File: src/rtl/bright_pkg.sv
`timescale 1ns/1ps
package bright_pkg;

    localparam int unsigned FRAME_TICKS = 100;
    localparam int unsigned POS_W       = $clog2(FRAME_TICKS + 1);
    localparam int unsigned LP_BASE_ON  = 27;

    typedef logic [POS_W-1:0] pos_t;

    typedef enum logic [0:0] {
        ST_DARK = 1'b0,
        ST_LIT  = 1'b1
    } lamp_state_e;

    // Perceptual on-count table of the standard variant, in ticks per frame.
    function automatic pos_t std_on(input logic [2:0] code);
        pos_t r;
        unique case (code)
            3'd0: r = pos_t'(100);
            3'd1: r = pos_t'(60);
            3'd2: r = pos_t'(40);
            3'd3: r = pos_t'(27);
            3'd4: r = pos_t'(17);
            3'd5: r = pos_t'(10);
            3'd6: r = pos_t'(7);
            default: r = pos_t'(3);
        endcase
        return r;
    endfunction

    // On-count with the variant applied (the low-power build replaces code 0).
    function automatic pos_t variant_on(input logic [2:0] code, input bit low_power);
        pos_t r;
        if (low_power && (code == 3'd0)) r = pos_t'(LP_BASE_ON);
        else                             r = std_on(code);
        return r;
    endfunction

endpackage

File: src/rtl/bright_prescaler.sv
`timescale 1ns/1ps
module bright_prescaler #(
    parameter int unsigned PRESCALE = 250
) (
    input  logic clk_i,
    input  logic rst_ni,
    output logic tick_o
);

    generate
        if (PRESCALE <= 1) begin : g_passthru
            logic unused_in;
            assign unused_in = clk_i ^ rst_ni;
            assign tick_o    = 1'b1;
        end else begin : g_divide
            localparam int unsigned PS_W = $clog2(PRESCALE);
            localparam logic [PS_W-1:0] LAST = PS_W'(PRESCALE - 1);

            logic [PS_W-1:0] cnt_q;

            always_ff @(posedge clk_i or negedge rst_ni) begin
                if (!rst_ni)            cnt_q <= '0;
                else if (cnt_q == LAST) cnt_q <= '0;
                else                    cnt_q <= cnt_q + PS_W'(1);
            end

            assign tick_o = (cnt_q == LAST);
        end
    endgenerate

endmodule

File: src/rtl/bright_duty_lut.sv
`timescale 1ns/1ps
module bright_duty_lut
    import bright_pkg::*;
#(
    parameter bit LOW_POWER = 1'b0
) (
    input  logic [2:0] level_i,
    input  logic       compat_i,
    output pos_t       on_o
);

    pos_t base_on;

    generate
        if (LOW_POWER) begin : g_low_power
            always_comb base_on = variant_on(level_i, 1'b1);
        end else begin : g_standard
            always_comb base_on = std_on(level_i);
        end
    endgenerate

    // Compatibility mode pins the frame at full duty.
    always_comb begin
        if (compat_i) on_o = pos_t'(FRAME_TICKS);
        else          on_o = base_on;
    end

endmodule

File: src/rtl/bright_frame_fsm.sv
`timescale 1ns/1ps
module bright_frame_fsm
    import bright_pkg::*;
#(
    parameter pos_t RST_ON = pos_t'(FRAME_TICKS)
) (
    input  logic clk_i,
    input  logic rst_ni,
    input  logic tick_i,
    input  pos_t on_next_i,
    output pos_t pos_o,
    output pos_t on_o,
    output logic wrap_o,
    output logic lit_o
);

    localparam pos_t LAST_POS = pos_t'(FRAME_TICKS - 1);

    lamp_state_e state_q, state_d;
    pos_t        pos_q, on_q;
    pos_t        pos_inc;
    logic        wrap;

    assign pos_inc = pos_q + pos_t'(1);
    assign wrap    = tick_i && (pos_q == LAST_POS);

    // Frame position and the per-frame on-count.
    always_ff @(posedge clk_i or negedge rst_ni) begin
        if (!rst_ni) begin
            pos_q <= '0;
            on_q  <= RST_ON;
        end else if (wrap) begin
            pos_q <= '0;
            on_q  <= on_next_i;
        end else if (tick_i) begin
            pos_q <= pos_inc;
        end
    end

    // State register.
    always_ff @(posedge clk_i or negedge rst_ni) begin
        if (!rst_ni) state_q <= ST_LIT;
        else         state_q <= state_d;
    end

    // Transitions: LIT_HOLD, LIT_TO_DARK, DARK_HOLD, FRAME_OPEN.
    always_comb begin
        state_d = state_q;
        unique case (state_q)
            ST_LIT: begin
                if (wrap)                              state_d = ST_LIT;
                else if (tick_i && (pos_inc >= on_q))  state_d = ST_DARK;
            end
            ST_DARK: begin
                if (wrap) state_d = ST_LIT;
            end
            default: state_d = ST_LIT;
        endcase
    end

    // Outputs.
    always_comb begin
        lit_o  = (state_q == ST_LIT);
        pos_o  = pos_q;
        on_o   = on_q;
        wrap_o = wrap;
    end

endmodule

File: src/rtl/bright_pwm.sv
`timescale 1ns/1ps
module bright_pwm
    import bright_pkg::*;
#(
    parameter int unsigned PRESCALE  = 250,
    parameter bit          LOW_POWER = 1'b0
) (
    input  logic       clk_i,
    input  logic       rst_ni,
    input  logic [2:0] level_i,
    input  logic       compat_i,
    output logic       lum_en_o
);

    localparam pos_t RST_ON = variant_on(3'd0, LOW_POWER);

    logic tick;
    logic wrap;
    pos_t on_next;
    pos_t pos_q;
    pos_t on_q;

    bright_prescaler #(
        .PRESCALE (PRESCALE)
    ) u_presc (
        .clk_i  (clk_i),
        .rst_ni (rst_ni),
        .tick_o (tick)
    );

    bright_duty_lut #(
        .LOW_POWER (LOW_POWER)
    ) u_lut (
        .level_i  (level_i),
        .compat_i (compat_i),
        .on_o     (on_next)
    );

    bright_frame_fsm #(
        .RST_ON (RST_ON)
    ) u_fsm (
        .clk_i     (clk_i),
        .rst_ni    (rst_ni),
        .tick_i    (tick),
        .on_next_i (on_next),
        .pos_o     (pos_q),
        .on_o      (on_q),
        .wrap_o    (wrap),
        .lit_o     (lum_en_o)
    );

endmodule

File: config.mk
export PLATFORM = sky130hd
export DESIGN_NAME = bright_pwm
export DESIGN_NICKNAME = d
export VERILOG_FILES = /design/src/rtl/bright_pkg.sv /design/src/rtl/bright_prescaler.sv /design/src/rtl/bright_duty_lut.sv /design/src/rtl/bright_frame_fsm.sv /design/src/rtl/bright_pwm.sv
export SDC_FILE = /design/constraint.sdc
export NUM_CORES = 1
export LEC_CHECK = 0
export ABC_AREA = 1
export BUFFER_PORTS_ARGS = -buffer_cell sky130_fd_sc_hd__buf_2
export CAP_MARGIN = 20
export CORE_ASPECT_RATIO = 0.8
export CORE_MARGIN = 1
export CORE_UTILIZATION = 67
export CTS_BUF_LIST = sky130_fd_sc_hd__clkbuf_4
export DETAILED_ROUTE_END_ITERATION = 10
export PLACE_DENSITY = 0.95
export SLEW_MARGIN = 5
export SYNTH_ARGS = -nofsm -noshare
export SYNTH_HDL_FRONTEND = slang
export SYNTH_SLANG_ARGS = --single-unit
File: constraint.sdc
create_clock -name clk_i -period 3.5 [get_ports clk_i]
set_clock_uncertainty 0.1 [all_clocks]
set_input_delay 0.7 -clock clk_i [delete_from_list [all_inputs] [get_ports clk_i]]
set_output_delay 0.7 -clock clk_i [all_outputs]
set_load 0.01 [all_outputs]
==> flow_summary.yaml <==
logic_synthesis:
  syn_area_mm2: 0.00138
  synth.most_common_cell: "nand2_1"
  synthTopCellsByArea: "dfrtp_1, nand2_1, ha_1, dfstp_2, inv_1"
  ys_ff_latch: 23
  async_reset_ff_share_pct: 100
  synthCells: 171
  synth-xor-area-share_pct: 1.90
  synth_edf_count: 0
  synth_compound_area_share_pct: 14.2
  yosys.area_share.simple_pct: 24.5
  yosys.area.top_type_share_pct: 34.4
  synth.largest_area_cell: "dfrtp_1"
  synthesis.nets: 187
  ys_types: 24
  synthTopCellsByCount: "nand2_1, inv_1, dfrtp_1"
  synth_adder_area_share_pct: 9.06
  ys.flop_type: "dfrtp_1"
  synthMuxAreaShare_pct: 0
  avgSynthCellArea_um2: 8.08
  yosysSeqAreaShare_pct: 42.0
  yosys_warnings: 0
  synth_top_family_by_area: "simple AND/OR/NAND/NOR gates"
timing:
  hold_violations: 0
  setup_viol_count_final: 0
  max_freq_mhz: 470
  period_minus_slack_ns: 2.13
  slew_violations: 0
  timing.setup.tns_ns: 0
  final.period_utilization_pct: 60.7
  relSlewSlack_pct: 66.9
  rsz0062_at_grt: "no"
  worst_pin_slew_ns: 0.496
layout:
  nets: 197
  drive_above_1_share_pct: 17.8
  fillerInstances: 139
  diodes: 0
  utilization_pct: 76.7
  syn2layout_area_growth_pct: 5.98
power_and_ir_drop:
  power_frac_clock_pct: 31.1
  internal_power_uw: 314
  peakVddDrop_uv: 340
  p_leak_nw: 0.796
  power.density_mw_per_mm2: 279
  p_switching_uw: 95.0
  p_comb_share_pct: 3.8
  pwr-share-seq_pct: 65.1
  swShare_pct: 23.3
clock_tree:
  cts.clk_slew.worst_paths_ns: 0.13
  cts_buffers: 3
  htreeDepth: 1
  clockBufferDepth: 2
  cts-hold-fix-buffers: 0
  cts_tree: "yes"
  post_cts_resized: 0
  cts_setup_buffers: 0
  cts_sinks: 23
  worstSkewPairLatency_ns: 0.31
  cts_root_buffer: "clkbuf_4"
detailed_routing:
  wl_um: 2400
  drc: 0
  avgViaCountPerCell: 5.36
  vias: 1094
  drtAntennaViolNets: 0
  dr.pass1.iters: 4
  drt_iter0_drc: 21
  wl_per_cell_um: 11.8
die:
  num_rows: 14
  core_mm2: 0.00191
  dieArea_mm2: 0.00225
  initial_core_util_pct: 72.3
  io_pins: 7
  die_y_um: 42.6
  die_w_um: 52.8
worst_setup_path:
  worstSetupPathType: "register to register"
  critPathMaxFanout: 5
  worstPathArrival_ns: 2.29
  cp.required_ns: 3.66
  crit_path_start_kind: "register"
  end_kind: "register"
grt:
  grt_pass1_vias: 1049
  antenna_found_initial: 0
  grt_max_degree: 24
  grt_pass1_wl_um: 4220
  grt.total_usage_pct: 26.1
  gr-total-overflow: 0
min_path:
  hp-class: "input pin to asynchronous set/reset pin"
placed_design:
  dp.final_hpwl_um: 1910
  gp_congestion: 0.861
  place.port_buffers: 6
outcome:
  status: "complete, no violations"
job:
  cap_violations: 0
sequential cells by signal, summed over array words and instances, names as in the netlist:
name	flops
u_presc.g_divide.cnt_q	8
u_fsm.lit_o	1
u_fsm.on_o	7
u_fsm.pos_o	7
metal layers:
metal  global-route usage, %  vias to the layer above  part of all wire, %  wire length [um]
met1                    33.5                      501                   49              1170
met4                    8.42                        0                  1.1                27
met2                    42.8                       23                   47              1130
met3                    6.52                        4                  3.2                76
met5                       0                        -                    0                 0
li1                        -                      566                    -                 -
logic make-up (layout without fill, tap and decap cells):
logic type | Yosys count | after routing
adders and majority gates | 10 | 10
buffers and inverters | 29 | 38
and+or+nand+nor | 73 | 73
DFF | 23 | 23
xor gates and xnor gates | 3 | 3
AOI/OAI and AO/OA | 33 | 33
power groups by stage:
stage / combinational (mW) / sequential, mW / clock, mW
4_1_cts: 0.0159 / 0.266 / 0.131
2_1_floorplan: 0.00538 / 0.271 / 0
5_1_grt: 0.0183 / 0.266 / 0.141
3_5_place_dp: 0.0159 / 0.271 / 0
3_3_place_gp: 0.0153 / 0.271 / 0
6_report: 0.0156 / 0.266 / 0.127
final timing paths:
kind	cells past startpoint	from	endpoint	slack [ns]
max	10	u_fsm.pos_o[0]	u_fsm.lit_o	1.37
min	1	rst_ni	u_fsm.pos_o[5]	0.23
max reg2reg	10	u_fsm.pos_o[0]	u_fsm.lit_o	1.37
min reg2reg	2	u_fsm.on_o[6]	u_fsm.on_o[6]	0.40
max in group asynchronous	1	rst_ni	u_fsm.on_o[6]	2.72
min in group clk_i	2	u_fsm.on_o[6]	u_fsm.on_o[6]	0.40
cells in the final DEF (no fill, tap or decap), drive strengths merged:
master | Yosys | routed
o21ai | 20 | 20
inv | 28 | 28
dfstp | 4 | 4
ha | 10 | 10
nand2 | 42 | 42
nand4 | 1 | 1
nand3 | 10 | 10
dfrtp | 19 | 19
nor2 | 20 | 20
xor2 | 2 | 2
buf | 1 | 6
a21oi | 11 | 11
clkbuf | 0 | 3
clkinvlp | 0 | 1
xnor2 | 1 | 1
o21a | 2 | 2
per-stage QoR:
step | total power [mW] | setup WS [ns] | area (um^2) | cells | hold WS (ns)
after floorplan | 0.276 | 1.61 | 1380 | 171 | 0.304
after global placement | 0.286 | 1.55 | 1430 | 200 | 0.371
after detailed placement | 0.287 | 1.42 | 1430 | 200 | 0.382
after CTS | 0.413 | 1.38 | 1460 | 204 | 0.239
after global routing | 0.425 | 1.19 | 1460 | 204 | 0.258
final | 0.409 | 1.37 | 1460 | 204 | 0.227
critical path, cell delays in order (launching register included):
cell and delay [ns]:
dfrtp_1 0.45, ha_1 0.28, nand4_1 0.16, o21ai_0 0.18, nand2_1 0.10, ha_1 0.30
nand2_1 0.09, inv_1 0.05, a21oi_1 0.14, nand3_1 0.10, a21oi_2 0.12
final cells by class:
class | instances | area (um^2) | area share (%)
Timing Repair Buffer | 6 | 30.0 | 2.05
Clock inverter | 1 | 7.51 | 0.513
Tap cell | 24 | 30.0 | 2.05
Clock buffer | 3 | 22.5 | 1.54
Sequential cell | 23 | 581 | 39.7
Inverter | 28 | 108 | 7.35
Multi-Input combinational cell | 119 | 686 | 46.8
Note: power is estimated with default switching activity, not from simulation.
